File: src/rtl/tws_pkg.sv
package tws_pkg;

  // Line events decoded from the synchronized pins, one cycle wide each.
  typedef struct packed {
    logic scl_rise;
    logic scl_fall;
    logic start;
    logic stop;
  } tws_evt_t;

endpackage

File: src/rtl/tws_sync.sv
module tws_sync #(
  parameter int STAGES = 2,
  parameter int N      = 2
) (
  input  logic         clk,
  input  logic         rst_n,
  input  logic [N-1:0] d,
  output logic [N-1:0] q
);

  // Lines idle high, so the flops reset to 1 and produce no false edge.
  for (genvar i = 0; i < N; i++) begin : g_bit
    logic [STAGES-1:0] ff;
    always_ff @(posedge clk or negedge rst_n) begin
      if (!rst_n) ff <= '1;
      else        ff <= {ff[STAGES-2:0], d[i]};
    end
    assign q[i] = ff[STAGES-1];
  end

endmodule

File: src/rtl/tws_cond.sv
module tws_cond
  import tws_pkg::*;
(
  input  logic     clk,
  input  logic     rst_n,
  input  logic     sda_s,
  input  logic     scl_s,
  output tws_evt_t evt
);

  logic sda_q;
  logic scl_q;

  always_ff @(posedge clk or negedge rst_n) begin
    if (!rst_n) begin
      sda_q <= 1'b1;
      scl_q <= 1'b1;
    end else begin
      sda_q <= sda_s;
      scl_q <= scl_s;
    end
  end

  // SCL must be high both before and after the SDA transition.
  always_comb begin
    evt.scl_rise = scl_s & ~scl_q;
    evt.scl_fall = ~scl_s & scl_q;
    evt.start    = scl_s & scl_q & sda_q & ~sda_s;
    evt.stop     = scl_s & scl_q & ~sda_q & sda_s;
  end

endmodule

File: src/rtl/tws_shift.sv
module tws_shift
  import tws_pkg::*;
#(
  parameter int DATA_W = 8,
  parameter int CNT_W  = 4
) (
  input  logic              clk,
  input  logic              rst_n,
  input  tws_evt_t          evt,
  input  logic              sda_s,
  input  logic              wr_en,
  input  logic [DATA_W-1:0] wr_data,
  input  logic              cnt_rst,
  output logic [DATA_W-1:0] data,
  output logic [CNT_W-1:0]  cnt,
  output logic              ovf_pulse
);

  localparam logic [CNT_W-1:0] CNT_LAST = '1;

  logic [DATA_W-1:0] data_d;
  logic [CNT_W-1:0]  cnt_d;
  logic              rx_bit;
  logic              rx_bit_d;

  always_comb begin
    data_d    = data;
    rx_bit_d  = rx_bit;
    cnt_d     = cnt;
    ovf_pulse = 1'b0;
    if (evt.scl_rise) rx_bit_d = sda_s;
    if (wr_en)             data_d = wr_data;
    else if (evt.scl_fall) data_d = {data[DATA_W-2:0], rx_bit};
    if (cnt_rst) begin
      cnt_d = '0;
    end else if (evt.scl_rise | evt.scl_fall) begin
      cnt_d     = cnt + 1'b1;
      ovf_pulse = (cnt == CNT_LAST);
    end
  end

  always_ff @(posedge clk or negedge rst_n) begin
    if (!rst_n) begin
      data   <= '0;
      rx_bit <= 1'b0;
      cnt    <= '0;
    end else begin
      data   <= data_d;
      rx_bit <= rx_bit_d;
      cnt    <= cnt_d;
    end
  end

endmodule

File: src/rtl/twi_start_hold.sv
module twi_start_hold
  import tws_pkg::*;
#(
  parameter int DATA_W      = 8,
  parameter int CNT_W       = 4,
  parameter int SYNC_STAGES = 2
) (
  input  logic              clk,
  input  logic              rst_n,
  input  logic              sda_i,
  input  logic              scl_i,
  input  logic              wr_en,
  input  logic [DATA_W-1:0] wr_data,
  input  logic              cnt_rst,
  input  logic              clr_start,
  input  logic              clr_stop,
  input  logic              clr_ovf,
  input  logic              sda_dir,
  input  logic              start_irq_en,
  output logic              sda_low_o,
  output logic              scl_low_o,
  output logic              start_flag,
  output logic              stop_flag,
  output logic              ovf_flag,
  output logic              start_irq,
  output logic [DATA_W-1:0] data_o,
  output logic [CNT_W-1:0]  cnt_o
);

  localparam int RST_STAGES = 2;

  // Reset asserts asynchronously and is released on a clock edge.
  logic [RST_STAGES-1:0] rst_q;
  logic                  rst_int_n;

  always_ff @(posedge clk or negedge rst_n) begin
    if (!rst_n) rst_q <= '0;
    else        rst_q <= {rst_q[RST_STAGES-2:0], 1'b1};
  end
  assign rst_int_n = rst_q[RST_STAGES-1];

  logic [1:0] pins_s;
  tws_evt_t   evt;
  logic       ovf_pulse;

  tws_sync #(.STAGES(SYNC_STAGES), .N(2)) u_sync (
    .clk   (clk),
    .rst_n (rst_int_n),
    .d     ({scl_i, sda_i}),
    .q     (pins_s)
  );

  tws_cond u_cond (
    .clk   (clk),
    .rst_n (rst_int_n),
    .sda_s (pins_s[0]),
    .scl_s (pins_s[1]),
    .evt   (evt)
  );

  tws_shift #(.DATA_W(DATA_W), .CNT_W(CNT_W)) u_shift (
    .clk       (clk),
    .rst_n     (rst_int_n),
    .evt       (evt),
    .sda_s     (pins_s[0]),
    .wr_en     (wr_en),
    .wr_data   (wr_data),
    .cnt_rst   (cnt_rst),
    .data      (data_o),
    .cnt       (cnt_o),
    .ovf_pulse (ovf_pulse)
  );

  logic start_d, stop_d, ovf_d;
  logic hold_start, hold_start_d;
  logic hold_ovf, hold_ovf_d;

  always_comb begin
    start_d = evt.start ? 1'b1 : (clr_start ? 1'b0 : start_flag);
    stop_d  = evt.stop  ? 1'b1 : ((evt.start | clr_stop) ? 1'b0 : stop_flag);
    ovf_d   = ovf_pulse ? 1'b1 : (clr_ovf ? 1'b0 : ovf_flag);

    hold_start_d = hold_start;
    if (!start_d || evt.stop)
      hold_start_d = 1'b0;
    else if (start_flag && !stop_flag && evt.scl_fall)
      hold_start_d = 1'b1;

    hold_ovf_d = hold_ovf;
    if (!ovf_d || evt.stop) hold_ovf_d = 1'b0;
    else if (ovf_pulse)     hold_ovf_d = 1'b1;
  end

  always_ff @(posedge clk or negedge rst_int_n) begin
    if (!rst_int_n) begin
      start_flag <= 1'b0;
      stop_flag  <= 1'b0;
      ovf_flag   <= 1'b0;
      hold_start <= 1'b0;
      hold_ovf   <= 1'b0;
    end else begin
      start_flag <= start_d;
      stop_flag  <= stop_d;
      ovf_flag   <= ovf_d;
      hold_start <= hold_start_d;
      hold_ovf   <= hold_ovf_d;
    end
  end

  assign scl_low_o = hold_start | hold_ovf;
  assign sda_low_o = sda_dir & ~data_o[DATA_W-1];
  assign start_irq = start_flag & start_irq_en;

endmodule

File: config.mk
export PLATFORM = sky130hd
export DESIGN_NAME = twi_start_hold
export DESIGN_NICKNAME = d
export VERILOG_FILES = /design/src/rtl/tws_pkg.sv /design/src/rtl/tws_sync.sv /design/src/rtl/tws_cond.sv /design/src/rtl/tws_shift.sv /design/src/rtl/twi_start_hold.sv
export SDC_FILE = /design/constraint.sdc
export NUM_CORES = 1
export LEC_CHECK = 0
export ABC_CLOCK_PERIOD_IN_PS = 800
export BUFFER_PORTS_ARGS = -buffer_cell sky130_fd_sc_hd__buf_2
export CAP_MARGIN = 20
export CORE_UTILIZATION = 30
export DETAILED_ROUTE_END_ITERATION = 10
export SLEW_MARGIN = 40
export SYNTH_ARGS = -nofsm -noshare
export SYNTH_HDL_FRONTEND = slang
export SYNTH_SLANG_ARGS = --single-unit
File: constraint.sdc
create_clock -name clk -period 0.8 [get_ports clk]
set_input_delay 0.16 -clock clk [delete_from_list [all_inputs] [get_ports clk]]
set_output_delay 0.16 -clock clk [all_outputs]
set_load 0.01 [all_outputs]
# [Word-level counts from Yosys, hierarchy flattened]
# Cells that the tools add are included.
[totals] ff_bits=26 output_inout_bits=18 input_bits=19
[classes] mux=16 n_eq_ne=1 addsub=1 bitwise=17 n_reduce_logical=12
[ops] cell="$mux W8" n=2
[ops] cell="$mux W1" n=12
[ops] cell="$reduce_bool A2 Y1" n=5
[ops] cell="$and A1 B1 Y1" n=9
[ops] cell="$mux W4" n=2
[ops] cell="$not A1 Y1" n=5
[ops] cell="$add A4 B1 Y4 const B" n=1
[ops] cell="$eq A4 B4 Y1 const B" n=1
[ops] cell="$logic_not A1 Y1" n=3
[ops] cell="$or A1 B1 Y1" n=3
[ops] cell="$logic_and A1 B1 Y1" n=2
[ops] cell="$logic_or A1 B1 Y1" n=2

# [Logic depth before layout (Yosys ltp)]
[depth] depth_word=9 depth_mapped=5

# [By module]
# Synthesis repeated with hierarchy kept, for this count alone.
[hier_totals] hier_cells=91 hier_area_um2=1089.8
[by_module_without_submodules] module="tws_shift" cells_per_inst=55 area_per_inst_um2=610.6 seq_area_each_um2=325.3 n_inst=1
[by_module_without_submodules] module="twi_start_hold" cells_per_inst=24 area_per_inst_um2=274.0 seq_area_each_um2=175.2 n_inst=1
[by_module_without_submodules] module="tws_sync" cells_per_inst=6 area_per_inst_um2=120.1 seq_area_each_um2=105.1 n_inst=1
[by_module_without_submodules] module="tws_cond" cells_per_inst=6 area_per_inst_um2=85.1 seq_area_each_um2=52.6 n_inst=1

# [Worst setup path after synthesis]
# No wires, ideal clock.
[synth_timing] path_kind="flip-flop to flip-flop" startpoint="register u_cond.scl_q" endpoint="register u_shift.cnt[3]" path_stages_with_launch=6 t_required_ns=0.682 synth_period_minus_slack_ns=1.394 n_path_buf=0 slack_ns=-0.594 t_arrival_ns=1.275 path_cell_list="dfstp_2 -> inv_1 -> ha_1 -> nand4b_1 -> xor2_1 -> nor2_1"
[synth_via] elab_chain_len=4
[synth_rtl] item="start: declaration" line_no="tws_cond.sv:12" rtl="logic scl_q;"
[synth_rtl] item="start signal: assignment" line_no="tws_cond.sv:20" rtl="scl_q <= scl_s;"
[synth_rtl] item="$not A1 Y1" line_no="tws_cond.sv:26" rtl="evt.scl_rise = scl_s & ~scl_q;"
[synth_rtl] item="$and A1 B1 Y1" line_no="tws_cond.sv:26"
[synth_rtl] item="$or A1 B1 Y1 *" line_no="tws_shift.sv:36" rtl="end else if (evt.scl_rise | evt.scl_fall) begin"
[synth_rtl] item="$reduce_bool A2 Y1 (no line) *"
[synth_rtl] item="end signal: assignment" line_no="tws_shift.sv:50" rtl="cnt <= cnt_d;"
[synth_rtl] item="end: declaration" line_no="tws_shift.sv:15" rtl="output logic [CNT_W-1:0] cnt,"
# Every way passes the cells marked *; elsewhere a longest branch is shown, timed or not.
# A chain may end at the register's enable or synchronous reset.

# [Final worst setup path]
[layout_timing] startpoint="register u_sync.g_bit[1].ff[1]" endpoint="register u_shift.cnt[3]"
[layout_via] elab_chain_len=4
[layout_rtl] item="start: declaration" line_no="tws_sync.sv:13" rtl="logic [STAGES-1:0] ff;"
[layout_rtl] item="start signal: assignment" line_no="tws_sync.sv:16" rtl="else ff <= {ff[STAGES-2:0], d[i]};"
[layout_rtl] item="$not A1 Y1" line_no="tws_cond.sv:27" rtl="evt.scl_fall = ~scl_s & scl_q;"
[layout_rtl] item="$and A1 B1 Y1" line_no="tws_cond.sv:27"
[layout_rtl] item="$or A1 B1 Y1 *" line_no="tws_shift.sv:36"
[layout_rtl] item="$reduce_bool A2 Y1 (no line) *"
# Marked as above.

==> results.toml <==
[global_route]
grt_use_total = 0.122
first_global_vias = 859
grt_max_degree = 25
grt_first_pass_wirelength_um = 3330
grt.overflow.total = 0
antenna_found_initial = 0

[timing]
final.setup.worst_slack_ns = -0.588
setup_viol = 36
fin_crit_ns = 1.39
slew_violations = 0
max_freq_mhz = 720
hold_violations = 0
fin_crit_sh = 1.74
finClkSkew_ns = 0.0106
rsz0062_at_grt = "yes"

[finish]
syn_to_final_growth_pct = 58.9
fillers = 308
final_layout_size_suffix_gt1_frac = 0.522
stdcell_count = 203
final_util = 0.507
design_area_um2 = 1720
num_antenna_cells = 0
nets = 181

[detailed_routing]
viasPerCell = 4.24
postRouteAntennaNets = 0
drt-total-wl_um = 2180
via_count = 860
remaining_drc_errors = 0
drt_iter0_drc = 20
wl_per_cell_um = 10.7
dr.pass1.iters = 4

[status]
failed_checks = "negative setup slack"
outcome = "complete, but fails checks"

[setup_path]
cp-start-kind = "flip-flop"
crit_path_top_delay_cell = "dfstp_2"
cp_data_required_time_ns = 1.05
max_stage_delay_ns = 0.60
endpoint_kind = "flip-flop"
worstPathArrival_ns = 1.64
crit_fanout = 4
crit_chain = "ha_4, nand4b_1, xor2_1, nor2_1"
path_class = "flip-flop to flip-flop"

[clock_tree]
clock-sinks = 26
cts.clk_slew.worst_paths_ns = 0.14
cts.path.max_buffers = 2
htree_levels = 1
cts_tree = "done"
cts-buffers-inserted = 3
clk_latency_ns = 0.32
root_buffer = "clkbuf_4"

[flow_run]
cap_violations = 0

[die]
core_area_um2 = 3390
fp-row-count = 21
start_util = 0.319
die_area_um2 = 3850
dieHeight_um = 62.0
die_w_um = 62.0
io-pin-count = 37

[placed_design]
place_congestion = 0.685
port_buffers = 36
hpwl_um = 1460
place_inst = 177
postPlaceCellArea_um2 = 1400
pre_cts_slack_ns = -0.554

[synth]
synth-compound-area-share = 0.0706
ys_seq_elements = 26
synthesis.nets = 113
synthMuxAreaShare = 0.0938
synth_top_cell_area_share = 0.463
synth_cells = 90
synthTopCellsByArea = "dfrtp_1 (46%), dfstp_2 (15%), mux2i_1 (8.3%)"
yosysWarnings = 0
synth_fa_ha_area_frac = 0.0463
yosys.area_share.simple = 0.124
synth_xor_area_frac = 0.0243
netlist-cell-type-count = 26
yosysSeqAreaShare = 0.609
yosysTopAreaCell = "dfrtp_1"
synth_top_family_by_area = "simple AND/OR/NAND/NOR gates"
syn-mean-instance-area_um2 = 12.0
syn-cell-area_um2 = 1080

[power]
power_leakage_nw = 0.844
ir_drop_mv = 0.702
powerDensity_nw_per_um2 = 1610

[worst_hold_path]
hold_path_class = "input pin to flip-flop"
==> registers in the layout, indices dropped and copies added, names as in the netlist <==
name	cells
hold_ovf	1
hold_start	1
ovf_flag	1
rst_q	2
start_flag	1
stop_flag	1
u_cond.scl_q	1
u_cond.sda_q	1
u_shift.cnt	4
u_shift.data	8
u_shift.rx_bit	1
u_sync.g_bit.ff	4
==> where the power goes <==
group	total, mW	internal, mW	switching [mW]	leakage [nW]
sequential	1.48	1.42	0.0661	0.319
combinational	0.621	0.372	0.249	0.504
clock	0.659	0.278	0.381	0.0210
==> per-layer routing <==
layer  part of all wire  track usage  vias up
li1                   -            -      432
met1               0.41        0.132      402
met2               0.52        0.219       22
met3              0.054       0.0352        4
met4              0.017       0.0571        0
met5                  0            0        -
==> final timing paths <==
check	from	endpoint	slack, ns	cells past startpoint
min in group asynchronous	rst_n	rst_q[0]	0.12	2
setup reg to reg	u_sync.g_bit[1].ff[1]	u_shift.cnt[3]	-0.59	4
hold reg to reg	rst_q[1]	u_shift.data[0]	0.22	1
setup / recovery	u_sync.g_bit[1].ff[1]	u_shift.cnt[3]	-0.59	4
hold / removal	cnt_rst	u_shift.cnt[1]	0.03	2
max in group asynchronous	rst_q[1]	u_cond.sda_q	0.35	1
==> worst max-delay path, delay by kind of cell, from the launching register on <==
kind	cells	cell delay, ns
DFF	1	0.60
and+or+nand+nor	2	0.32
adders and majority gates	1	0.23
xor gates and xnor gates	1	0.15
==> cell type report <==
class                      instances  area, µm²  area share
inverter                           4       15.0     0.00874
clock buffer                       4       36.3      0.0211
tap                               46       57.6      0.0335
multi-input combinational         58        463       0.269
timing repair buffer              65        488       0.284
sequential                        26        658       0.383
==> cell usage in the layout (no fill, tap or decap), types with 2 or more instances in the layout <==
master         instances
clkbuf_4               3
dfstp_2                6
buf_4                 20
ha_1                   2
buf_2                 29
nand4b_1               2
buf_6                 10
buf_12                 2
ha_4                   2
nor2_1                 5
dfrtp_1               20
nand2_1               11
nor2b_4                2
mux2i_1                9
o21ai_1               10
dlygate4sd3_1          4
nand2b_1               2
inv_1                  3
==> per-stage QoR <==
stage          hold WS [ns]  power, mW  TNS (ns)
3_3_place_gp        -0.0546       1.92     -8.36
3_5_place_dp        -0.0518       1.93     -8.84
4_1_cts              0.0206       2.75    -13.86
5_1_grt              0.0311       2.90    -15.40
2_1_floorplan        -0.136       1.72     -7.19
6_report             0.0309       2.76    -13.51
==> timing repair <==
| action | CTS | global route |
|---|---|---|
| gates cloned | 0 | 0 |
| endpoints found under the setup margin | 36 | 36 |
| gates resized for setup | 11 | 10 |
| pin swaps | 4 | 4 |
| buffers inserted | 14 | 4 |
| hold buffers | 4 | 0 |
| endpoints found under the hold margin | 5 | 0 |
==> synth_stat cells, drive strengths merged <==
master,count
a31oi,1
nand2,11
nand2b,2
mux2i,9
a21oi,1
a21boi,1
nand4b,2
ha,4
dfstp,6
mux2,1
xnor2,1
or2,1
xor2,2
nor2,5
dfrtp,20
and2,1
inv,4
conb,1
o21ai,10
a211oi,1
buf,2
nand3b,1
nor2b,3
==> logic make-up (layout without fill, tap and decap cells) <==
family / Yosys count / in the layout
DFF: 26 / 26
and+or+nand+nor: 26 / 26
AOI/OAI and AO/OA: 14 / 14
muxes: 10 / 10
buffers and inverters: 6 / 73
adders and majority gates: 4 / 4
xor gates and xnor gates: 3 / 3
other: 1 / 1
(Power assumes the default switching activity.)
